===== config.mk =====
export PLATFORM = sky130hd
export DESIGN_NAME = lw_sram
export DESIGN_NICKNAME = d
export VERILOG_FILES = /design/src/rtl/lw_sram_pkg.sv /design/src/rtl/lw_decode.sv /design/src/rtl/lw_cal_timer.sv /design/src/rtl/lw_wake_gate.sv /design/src/rtl/lw_array.sv /design/src/rtl/lw_sram.sv
export SDC_FILE = /design/constraint.sdc
export NUM_CORES = 1
export LEC_CHECK = 0
export ABC_AREA = 1
export ABC_CLOCK_PERIOD_IN_PS = 2100
export BUFFER_PORTS_ARGS = -buffer_cell sky130_fd_sc_hd__buf_2
export CAP_MARGIN = 30
export CORE_AREA = 5 5 412 252
export CTS_CLUSTER_DIAMETER = 100
export DETAILED_ROUTE_END_ITERATION = 8
export DIE_AREA = 0 0 417 257
export HOLD_SLACK_MARGIN = 0.05
export PLACE_DENSITY = 0.68
export SLEW_MARGIN = 15
export SYNTH_ARGS = -nofsm -noshare
export SYNTH_HDL_FRONTEND = slang
export SYNTH_SLANG_ARGS = --single-unit

===== constraint.sdc =====
create_clock -name clk -period 2.1 [get_ports clk]
set_input_delay 0.42 -clock clk [delete_from_list [all_inputs] [get_ports clk]]
set_output_delay 0.42 -clock clk [all_outputs]
set_load 0.01 [all_outputs]

===== src/rtl/lw_sram_pkg.sv =====
package lw_sram_pkg;

    typedef enum logic [1:0] {
        CMD_NONE  = 2'd0,
        CMD_READ  = 2'd1,
        CMD_WRITE = 2'd2,
        CMD_DESEL = 2'd3
    } cmd_e;

endpackage


===== src/rtl/lw_decode.sv =====
module lw_decode
    import lw_sram_pkg::*;
(
    input  logic accept,
    input  logic cs_n,
    input  logic we_n,
    output cmd_e cmd
);

    always_comb begin
        if (!accept) begin
            cmd = CMD_NONE;
        end else if (cs_n) begin
            cmd = CMD_DESEL;
        end else if (!we_n) begin
            cmd = CMD_WRITE;
        end else begin
            cmd = CMD_READ;
        end
    end

endmodule


===== src/rtl/lw_cal_timer.sv =====
module lw_cal_timer #(
    parameter int CAL_CYCLES = 8192
) (
    input  logic clk,
    input  logic rst_n,
    output logic ready
);

    localparam int CW = $clog2(CAL_CYCLES + 1);

    logic [CW-1:0] cnt_d, cnt_q;

    always_comb begin
        cnt_d = cnt_q;
        if (cnt_q != CW'(CAL_CYCLES)) begin
            cnt_d = cnt_q + 1'b1;
        end
    end

    always_ff @(posedge clk or negedge rst_n) begin
        if (!rst_n) begin
            cnt_q <= '0;
        end else begin
            cnt_q <= cnt_d;
        end
    end

    assign ready = (cnt_q == CW'(CAL_CYCLES));

    // once calibration is complete it never drops back
    p_ready_sticky_r6: assert property (@(posedge clk) disable iff (!rst_n)
        ready |=> ready);

endmodule


===== src/rtl/lw_wake_gate.sv =====
module lw_wake_gate #(
    parameter int WAKE_CYCLES = 4
) (
    input  logic clk,
    input  logic rst_n,
    input  logic sleep,
    output logic awake
);

    localparam int CW = $clog2(WAKE_CYCLES + 2);

    logic [CW-1:0] cnt_d, cnt_q;

    always_comb begin
        cnt_d = cnt_q;
        if (sleep) begin
            cnt_d = CW'(WAKE_CYCLES);
        end else if (cnt_q != '0) begin
            cnt_d = cnt_q - 1'b1;
        end
    end

    always_ff @(posedge clk or negedge rst_n) begin
        if (!rst_n) begin
            cnt_q <= '0;
        end else begin
            cnt_q <= cnt_d;
        end
    end

    assign awake = !sleep && (cnt_q == '0);

    generate
        if (WAKE_CYCLES > 0) begin : g_wake_chk
            // the edge right after sleep falls must not accept a command
            p_wake_hold_r9: assert property (@(posedge clk) disable iff (!rst_n)
                $fell(sleep) |-> !awake);
        end
    endgenerate

endmodule


===== src/rtl/lw_array.sv =====
module lw_array #(
    parameter int DATA_W = 18,
    parameter int BYTE_W = 9,
    parameter int ADDR_W = 6
) (
    input  logic                       clk,
    input  logic                       rst_n,
    input  logic                       we,
    input  logic [ADDR_W-1:0]          waddr,
    input  logic [DATA_W/BYTE_W-1:0]   wmask,
    input  logic [DATA_W-1:0]          wdata,
    input  logic [ADDR_W-1:0]          raddr,
    output logic [DATA_W-1:0]          rdata
);

    localparam int LANES = DATA_W / BYTE_W;
    localparam int DEPTH = 1 << ADDR_W;

    logic [DATA_W-1:0] mem_q [DEPTH];
    logic              hit;

    always_ff @(posedge clk) begin
        for (int i = 0; i < LANES; i++) begin
            if (we && wmask[i]) begin
                mem_q[waddr][i*BYTE_W +: BYTE_W] <= wdata[i*BYTE_W +: BYTE_W];
            end
        end
    end

    assign hit = we && (waddr == raddr);

    generate
        for (genvar g = 0; g < LANES; g++) begin : g_lane
            assign rdata[g*BYTE_W +: BYTE_W] = (hit && wmask[g]) ?
                wdata[g*BYTE_W +: BYTE_W] : mem_q[raddr][g*BYTE_W +: BYTE_W];

            // a lane being committed at the read address is seen by the read
            p_fwd_lane_r8: assert property (@(posedge clk) disable iff (!rst_n)
                (we && wmask[g] && (waddr == raddr)) |->
                    (rdata[g*BYTE_W +: BYTE_W] == wdata[g*BYTE_W +: BYTE_W]));
        end
    endgenerate

endmodule


===== src/rtl/lw_sram.sv =====
module lw_sram
    import lw_sram_pkg::*;
#(
    parameter int DATA_W      = 18,
    parameter int BYTE_W      = 9,
    parameter int ADDR_W      = 6,
    parameter int CAL_CYCLES  = 8192,
    parameter int WAKE_CYCLES = 4
) (
    input  logic                      clk,
    input  logic                      rst_n,
    input  logic                      sleep,
    input  logic                      cs_n,
    input  logic                      we_n,
    input  logic [DATA_W/BYTE_W-1:0]  lane_we_n,
    input  logic                      oe_n,
    input  logic [ADDR_W-1:0]         addr,
    input  logic [DATA_W-1:0]         din,
    output logic [DATA_W-1:0]         dout,
    output logic                      dout_vld,
    output logic                      cal_ready,
    output logic                      early_rd,
    output logic                      zq_upd
);

    localparam int LANES = DATA_W / BYTE_W;

    typedef struct packed {
        logic              pend;
        logic [ADDR_W-1:0] paddr;
        logic [LANES-1:0]  pmask;
        logic              rd;
        logic [DATA_W-1:0] rdat;
        logic              early;
        logic              zupd;
    } state_t;

    state_t            st_d, st_q;
    cmd_e              cmd;
    logic              awake;
    logic [DATA_W-1:0] arr_rd;

    lw_wake_gate #(.WAKE_CYCLES(WAKE_CYCLES)) u_wake (
        .clk   (clk),
        .rst_n (rst_n),
        .sleep (sleep),
        .awake (awake)
    );

    lw_cal_timer #(.CAL_CYCLES(CAL_CYCLES)) u_cal (
        .clk   (clk),
        .rst_n (rst_n),
        .ready (cal_ready)
    );

    lw_decode u_dec (
        .accept (awake),
        .cs_n   (cs_n),
        .we_n   (we_n),
        .cmd    (cmd)
    );

    lw_array #(.DATA_W(DATA_W), .BYTE_W(BYTE_W), .ADDR_W(ADDR_W)) u_arr (
        .clk   (clk),
        .rst_n (rst_n),
        .we    (st_q.pend),
        .waddr (st_q.paddr),
        .wmask (st_q.pmask),
        .wdata (din),
        .raddr (addr),
        .rdata (arr_rd)
    );

    always_comb begin
        st_d       = st_q;
        st_d.pend  = (cmd == CMD_WRITE);
        st_d.paddr = addr;
        st_d.pmask = ~lane_we_n;
        st_d.rd    = (cmd == CMD_READ);
        if (cmd == CMD_READ) begin
            st_d.rdat = arr_rd;
        end
        st_d.early = (cmd == CMD_READ) && !cal_ready;
        st_d.zupd  = cal_ready && ((cmd == CMD_WRITE) || (cmd == CMD_DESEL));
    end

    always_ff @(posedge clk or negedge rst_n) begin
        if (!rst_n) begin
            st_q <= '0;
        end else begin
            st_q <= st_d;
        end
    end

    assign dout_vld = st_q.rd && !oe_n && !sleep;
    assign dout     = dout_vld ? st_q.rdat : '0;
    assign early_rd = st_q.early;
    assign zq_upd   = st_q.zupd;

    // the output is only driven in the cycle after an accepted read
    p_drive_after_read_r2: assert property (@(posedge clk) disable iff (!rst_n)
        dout_vld |-> $past(cmd == CMD_READ));

    // a deselect edge leaves the following cycle undriven
    p_desel_quiet_r4: assert property (@(posedge clk) disable iff (!rst_n)
        (cmd == CMD_DESEL) |=> !dout_vld);

    // an edge that samples sleep starts neither a read nor a write
    p_sleep_ignore_r5: assert property (@(posedge clk) disable iff (!rst_n)
        sleep |=> (!st_q.pend && !st_q.rd));

    // update strobe only while the driver is off
    p_upd_quiet_r7: assert property (@(posedge clk) disable iff (!rst_n)
        zq_upd |-> !dout_vld);

    // update strobe only after calibration
    p_upd_ready_r7: assert property (@(posedge clk) disable iff (!rst_n)
        zq_upd |-> cal_ready);

    // early-read flag can only follow a read
    p_early_src_r6: assert property (@(posedge clk) disable iff (!rst_n)
        early_rd |-> $past(cmd == CMD_READ));

endmodule


Word-level counts from Yosys, hierarchy flattened:

Memories as Yosys holds them, arrays and structs flattened. A register that Yosys moved wholly into a read port is not among the register bits.
Index checks and enable logic that the tools add are counted.

* register bits: 29
* bits in latches: 0
* RAM bits: 1152
* ROM bits: 0
* output and inout port bits: 22
* logic and storage cells: 42
* memories kept: 1

Memories
* u_arr.mem_q: depth 64, bits a word 18, rd ports 1, clocked after Yosys merged registers in 1, wr ports 1, RTL line lw_array.sv:19 `logic [DATA_W-1:0] mem_q [DEPTH];`

* add/subtract/negate cells: 2
* $mul: 0
* divide/modulo/power cells: 0
* magnitude comparators: 0
* eq/ne operators: 5
* shift-type cells: 0
* mux-type cells: 10
* bitwise gates (word level): 1
* reductions and logical operators: 15

Operators with widths (count)
* $mux W18: 1
* $add A14 B1 Y14 const B: 1
* $eq A14 B14 Y1 const B: 1
* $ne A14 B14 Y1 const B: 1
* $logic_and A1 B1 Y1: 7
* $mux W2: 3
* $mux W3: 2
* $eq A2 B2 Y1 const B: 2
* $logic_not A1 Y1: 4
* $mux W1: 4
* $logic_not A3 Y1: 1
* $reduce_bool A3 Y1: 1
* $sub A3 B1 Y3 const B: 1
* $eq A2 B1 Y1 const B: 1
* $not A2 Y2: 1
* $reduce_bool A2 Y1: 1
* $logic_or A1 B1 Y1: 1

Longest topological paths before layout:

Gate-level depths: netlist (run 1).

* depth in word-level cells: 6
* gate-level depth with buffers: 13

Cells and area by module:

Synthesis (run 1) repeated with hierarchy kept, for this count alone.

* cell total of the unflattened synthesis: 4297
* area, all modules: 49451.2 µm²

By module, submodules not included
* lw_array: times used 1, cells an instance 4029, area each 47205.3 µm²
* lw_sram: times used 1, cells an instance 139, area each 1231.2 µm²
* lw_cal_timer: times used 1, cells an instance 101, area each 813.3 µm²
* lw_wake_gate: times used 1, cells an instance 23, area each 177.7 µm²
* lw_decode: times used 1, cells an instance 5, area each 23.8 µm²

Least setup slack after synthesis (run 1):

OpenSTA, ideal clock, no wires.

* path type: reg-to-reg
* start point: register st_q[26] (netlist bit)
* end point: memory u_arr.mem_q[16][0], enable pin
* setup time: 387 ps
* arrival: 1820 ps
* data required time: 1713 ps
* slack: -107 ps
* stages on the path, launching flop included: 5
* clock period less this slack: 2207 ps
* path through: dfrtp_1 buf_2 nor3_1 clkinv_1 nor3_1

RTL lines
* from (decl): RTL line lw_sram.sv:38 `state_t st_d, st_q;`
* from (signal assigned): RTL line lw_sram.sv:91 `st_q <= st_d;`
* to (decl): RTL line lw_array.sv:19

Straight into the memory's write port.

Worst setup path in the final report (run 1):

* start point: register u_cal.cnt_q[1]
* end point: output cal_ready

* longest elaborated chain between the ends: 1

Ends and longest elaborated chain
* from (decl): RTL line lw_cal_timer.sv:11 `logic [CW-1:0] cnt_d, cnt_q;`
* from (signal assigned): RTL line lw_cal_timer.sv:24 `cnt_q <= cnt_d;`
* $eq A14 B14 Y1: RTL line lw_cal_timer.sv:28 `assign ready = (cnt_q == CW'(CAL_CYCLES));`
* to (decl): RTL line lw_sram.sv:21 `output logic cal_ready,`

Every way passes these cells.

==> results_dict.tcl, run 1 <==
set metrics [dict create \
    port_buffers 53 \
    globalRouteMet1Util_pct 41.4 \
    grtUsageMet2_pct 34.3 \
    syn_area_um2 49400 \
    irDropWorstVdd_v 0.000642 \
    dr.pass1.iters 6 \
    synth_area_per_cell_um2 11.5 \
    placed_cells 5807 \
    hp-class "input pin to flip-flop" \
    final_nets 4630 \
    p_switching_mw 11.8 \
    power_frac_clock_pct 39.3 \
    grt_pass1_wl_um 211000 \
    required_ps 1680 \
    n_antenna_cell 0 \
    synth-edff-count 1152 \
    top_usage_layer "met1" \
    setup_tns_ps -142 \
    worst_r2r_endpoint "u_arr.mem_q[33][6]" \
    finClkSkew_ps 21.2 \
    vias 34800 \
    dp_hpwl_um 92700 \
    ys.warnings.count 0 \
    max_slew.worst_pin.slew_ps 752 \
    place.gp.congestion 0.909 \
    placementRows 90 \
    critPathMaxFanout 2 \
    dp_slack_ps -152 \
    p_per_area_nw_per_um2 881 \
    leakagePower_nw 21.5 \
    final_cell_mix "nand2_1, edfxtp_1, nand3_1, buf_4, nor3_1" \
    antenna_found_initial 4 \
    synth-main-ff-cell "edfxtp_1" \
    critPathLaunchType "flip-flop" \
    clock_path_buffers 3 \
    ys_seq_area_share_pct 72.4 \
    cts_buffers 106 \
    setup_viol 2 \
    die_w_um 417 \
    cp.arrival_ps 1800 \
    synth.distinct_cells 25 \
    first_iter_violations 5179 \
    dieArea_um2 107000 \
    grt_max_degree 73 \
    rsz0062_at_grt "yes" \
    syn-num-nets 4340 \
    status "finished, violations left" \
    root_buffer "clkbuf_16" \
    p_int_mw 38.9 \
    ioPinCount 54 \
    slew_viol_final 0 \
    max_cap_viol_count 0 \
    final_util_pct 57.9 \
    hold_start "addr[1]" \
    power_frac_comb_pct 8.5 \
    end_kind "output port" \
    power_frac_seq_pct 52.3 \
    ctsHtreeMaxLevel 3 \
    hold_violations 0 \
    final_common_cell "nand2_1" \
    setup_ws_ps -125 \
    ff2ff_path_depth 7 \
    place_area_um2 53900 \
    first_global_vias 32000 \
    synthCells 4304 \
    initial_utilization_pct 49.6 \
    critPathKind "flip-flop to output port" \
    violations "negative setup slack" \
    ant_nets 0 \
    whs_endpoint "st_q[24]" \
    timing.fmax_mhz 449 \
    min_path_cells 2 \
    overflow 0 \
    vias_per_cell 5.79 \
    syn_to_final_growth_pct 16.6 \
    layout-drive-gt1-share_pct 13.5 \
    fin_cells 6014 \
    post-route-period-util_pct 106 \
    swShare_pct 23.3 \
    grtUsageMet3_pct 9.46 \
    final_area_um2 57600 \
    wire_per_inst_um 23.7 \
    die_y_um 257 \
    core_area_um2 99500 \
    synthArstFlopShare_pct 3.92 \
    insertion_delay_ps 710 \
    r2r_start "st_q[28]" \
    r2r_setup_slack_ps 100 \
    grt_use_total_pct 26.2 \
    slew_headroom_pct 49.9 \
    clkTransAtPathRegs_ps 70 \
    wirelength_um 142000 \
    cts_tree "built" \
    cts_sinks 1199 \
    post-route-min-period_ps 2220 \
    ys_ff_latch 1199 \
    remaining_drc_errors 0 \
]
cell families after synthesis:
group	count (synthesis)	share of synthesized area [%]
AO/OA/AOI/OAI	7	0.0760
XOR/XNOR	17	0.301
adder cells (fa/ha/maj)	4	0.101
buffers and inverters	338	3.39
flip-flops	1199	72.4
AND/OR/NAND/NOR	2739	23.7
Yosys cell counts (2+ instances only):
| master | instances | area share, % |
|---|---|---|
| a21oi_1 | 3 | 0.030 |
| buf_1 | 42 | 0.32 |
| nor3_1 | 123 | 1.2 |
| buf_4 | 72 | 1.1 |
| clkinv_1 | 7 | 0.053 |
| edfxtp_1 | 1152 | 70 |
| inv_1 | 47 | 0.36 |
| ha_1 | 4 | 0.10 |
| inv_2 | 7 | 0.053 |
| o21ai_0 | 3 | 0.030 |
| clkbuf_1 | 56 | 0.43 |
| nand3_1 | 1005 | 10 |
| xor2_1 | 16 | 0.28 |
| nand3_2 | 2 | 0.041 |
| nand2_1 | 1518 | 12 |
| nor2_1 | 82 | 0.62 |
| buf_2 | 107 | 1.1 |
| nor4_1 | 5 | 0.063 |
| dfrtp_1 | 47 | 2.4 |
flip-flops by register name, summed over array words and instances, names as in the netlist:
name and flops:
u_arr.mem_q 1152, st_q 28, early_rd 1, u_cal.cnt_q 14, zq_upd 1, u_wake.cnt_q 3
power groups by stage:
stage | combinational [mW] | clock [mW] | sequential, mW
final | 4.30 | 19.9 | 26.5
after global routing | 4.59 | 21.2 | 26.5
after CTS | 4.11 | 20.1 | 26.5
after detailed placement | 4.06 | 0 | 27.0
after global placement | 4.00 | 0 | 27.0
after floorplan | 1.92 | 0 | 27.0
critical path, stage by stage (launching register included):
cell and delay (ps):
dfrtp_1 390, inv_1 80, ha_1 160, nand3_1 90, nor3_2 110, and2_4 180
buf_6 100
stage by stage:
step / hold slack, ps / power (mW)
3_3_place_gp: 438 / 31.0
5_1_grt: 93.8 / 52.3
4_1_cts: 72.9 / 50.7
6_report: 115 / 50.7
3_5_place_dp: 432 / 31.1
2_1_floorplan: 124 / 28.9
worst max path at each step:
stage | start | endpoint | slack, ps | cells past startpoint
floorplan | st_q[26] | u_arr.mem_q[16][0] | -110 | 4
global placement | addr[0] | st_q[7] | -160 | 13
detailed placement | addr[0] | st_q[7] | -150 | 13
CTS | u_cal.cnt_q[0] | cal_ready | -190 | 6
global route | u_cal.cnt_q[0] | cal_ready | -190 | 6
finish | u_cal.cnt_q[1] | cal_ready | -120 | 6
repair_timing:
action	in CTS	in global routing
cloned	0	0
hold buffers	7	0
resized for setup	13	19
setup buffers	3	3
endpoints found under the hold margin	22	0
endpoints found under the setup margin	36	34
pin swaps	0	2
layer usage:
layer / share of wire [%] / vias to the layer above
met5: 0.015 / -
met4: 2.3 / 4
met3: 15 / 231
met2: 40 / 2073
met1: 43 / 16900
li1: - / 15700
cell type report:
class                   count  area, um^2
inverters                  61         255
clock buffers             147        3010
repair buffers            459        4370
fillers                  8028       41900
well taps                1334        1670
multi-input cells        2767       12100
flip-flops and latches   1199       35800
clock inverters            47         499
(Power assumes the default switching activity.)
==> run 2: changes to the inputs <==
--- a/config.mk
+++ b/config.mk
@@ -9,12 +9,11 @@
 export ABC_CLOCK_PERIOD_IN_PS = 2100
 export BUFFER_PORTS_ARGS = -buffer_cell sky130_fd_sc_hd__buf_2
 export CAP_MARGIN = 30
-export CORE_AREA = 5 5 412 252
+export CORE_AREA = 5 5 425 260
 export CTS_CLUSTER_DIAMETER = 100
 export DETAILED_ROUTE_END_ITERATION = 8
-export DIE_AREA = 0 0 417 257
+export DIE_AREA = 0 0 430 265
 export HOLD_SLACK_MARGIN = 0.05
-export PLACE_DENSITY = 0.68
 export SLEW_MARGIN = 15
 export SYNTH_ARGS = -nofsm -noshare
 export SYNTH_HDL_FRONTEND = slang
==> run 2 against run 1 <==
The run still ends with negative setup slack left. Final cell count increased by 2.7%. Via count decreased by 1.0%. Cell area increased by 1.3%. Flip-flop and latch count unchanged. Die area increased by 6.3%. Count of clock-buffer cells in the layout decreased by 16. Routed wire length increased by 4.7%. Sequential power about the same. Critical path depth unchanged. Sequential share of layout area decreased by 0.75 points. Global-route usage decreased by 0.36 points. Register-to-register slack got worse by 120 ps. Critical endpoint unchanged. Largest power group unchanged. Highest routed layer unchanged.
==> results_dict.tcl, run 2 (same netlist as run 1, synthesis figures left out) <==
set metrics [dict create \
    first_iter_violations 4581 \
    critical-path-max-stage-delay_ps 410 \
    largest_register_ff_count 1152 \
    placed_cells 5952 \
    hp-class "input pin to flip-flop" \
    status "finished, violations left" \
    vias_per_cell 5.58 \
    finClkSkew_ps 34.0 \
    ctsHtreeMaxLevel 3 \
    critPathLaunchType "flip-flop" \
    max_cap_viol_count 0 \
    violations "negative setup slack" \
    leakagePower_nw 21.8 \
    ioPinCount 54 \
    slew_viol_final 0 \
    final_nets 4697 \
    r2r_start "u_cal.cnt_q[0]" \
    clkTransAtPathRegs_ps 70 \
    place.gp.congestion 0.886 \
    min_path_cells 2 \
    critPathKind "flip-flop to output port" \
    ff2ff_path_depth 14 \
    worst_r2r_endpoint "u_cal.cnt_q[0]" \
    crit_chain "inv_2 > ha_4 > nand3_4 > nor3_4 > and2_4 > buf_6" \
    irDropWorstVdd_v 0.000708 \
    grtUsageMet2_pct 32.8 \
    post-route-period-util_pct 107 \
    initial_utilization_pct 46.6 \
    remaining_drc_errors 0 \
    dieArea_um2 114000 \
    grtUsageMet3_pct 10.8 \
    final_cell_mix "nand2_1, edfxtp_1, nand3_1, buf_4, nor3_1" \
    timing.fmax_mhz 443 \
    final_area_um2 58300 \
    cp.arrival_ps 1840 \
    setup_tns_ps -177 \
    overflow 0 \
    crit_path_end "cal_ready" \
    regArea_um2 35800 \
    first_global_vias 32000 \
    die_w_um 430 \
    critPathMaxFanout 2 \
    cts_buffers 108 \
    setup_viol 3 \
    core_area_um2 106000 \
    required_ps 1680 \
    hold_violations 0 \
    antenna_found_initial 5 \
    top_register "u_arr.mem_q" \
    place_area_um2 54500 \
    fin_cells 6177 \
    max_slew.worst_pin.slew_ps 796 \
    setup_ws_ps -156 \
    rsz0062_at_grt "yes" \
    multi_input_area_um2 12100 \
    placementRows 93 \
    dp_slack_ps -259 \
    cts_sinks 1199 \
    reg_top3 "u_arr.mem_q (1152), st_q (28), u_cal.cnt_q (14)" \
    insertion_delay_ps 720 \
    port_buffers 53 \
    cts_tree "built" \
    vias 34500 \
    r2r_setup_slack_ps -20 \
    layout-drive-gt1-share_pct 15.1 \
    wirelength_um 149000 \
    fillers 8964 \
    root_buffer "clkbuf_16" \
    wire_per_inst_um 24.2 \
    die_y_um 265 \
    grt_pass1_wl_um 219000 \
    clock_path_buffers 3 \
    slowest_stage "dfrtp_1" \
    final_common_cell "nand2_1" \
    ant_nets 0 \
    dr.pass1.iters 5 \
    grt_use_total_pct 25.9 \
    slew_headroom_pct 47.0 \
    dp_hpwl_um 98700 \
    p_per_area_nw_per_um2 875 \
    final_util_pct 55.0 \
    cp-startpoint "u_cal.cnt_q[0]" \
    syn_to_final_growth_pct 18.1 \
    top_usage_layer "met1" \
    grt_max_degree 66 \
    end_kind "output port" \
    globalRouteMet1Util_pct 41.0 \
    post-route-min-period_ps 2260 \
]
==> run 2: cell count changes in the layout (fill, tap and decap cells not counted), moves of 7 or more <==
cell / before / now
buf_4: 322 / 372
buf_12: 80 / 87
dfrtp_2: 0 / 8
dfrtp_1: 47 / 39
clkinv_2: 14 / 24
clkbuf_1: 29 / 20
==> run 2: worst min-delay path by stage <==
stage | from | end | slack [ps]
after floorplan | rst_n | early_rd | 120
after global placement | rst_n | u_wake.cnt_q[1] | 440
after detailed placement | rst_n | u_wake.cnt_q[1] | 430
after CTS | addr[2] | st_q[25] | 90
after global routing | addr[2] | st_q[25] | 120
final | addr[2] | st_q[25] | 160
==> run 2: layout make-up <==
type | instances | share of cell area [%]
antenna | 3 | 0.0129
sequential | 1199 | 61.3
timing repair buffer | 524 | 8.50
tap | 1425 | 3.06
clock buffer | 131 | 4.89
multi-input combinational | 2767 | 20.7
clock inverter | 67 | 1.08
inverter | 61 | 0.429
==> run 2: layer usage <==
layer  up-vias  routed length (um)
met4         2                2820
met3       173               20500
met1     16700               68800
li1      15800                   -
met5         -                  51
met2      1791               57000
==> run 2: power breakdown <==
part	leakage, nW	internal, mW	switching, mW
logic	9.19	1.29	3.05
registers	10.9	26.4	0.351
clock network	1.71	11.1	8.85
==> run 2: repair_timing <==
action | in CTS | in global routing
endpoints found under the hold margin | 29 | 0
setup buffers | 17 | 1
endpoints found under the setup margin | 13 | 103
hold buffers | 8 | 0
pin swaps | 3 | 3
resized for setup | 19 | 26
==> run 2: stage by stage <==
| stage | hold WS [ps] | total power, mW |
|---|---|---|
| floorplan | 124 | 28.9 |
| global placement | 443 | 31.3 |
| detailed placement | 435 | 31.4 |
| CTS | 93.6 | 51.1 |
| global route | 118 | 52.6 |
| finish | 163 | 51.0 |
==> run 2: worst max-delay path: cells and delay by family (launching register included) <==
family,cells,cell delay [ps]
and+or+nand+nor,3,370
buffers and inverters,2,210
adders and majority gates,1,150
DFF,1,410
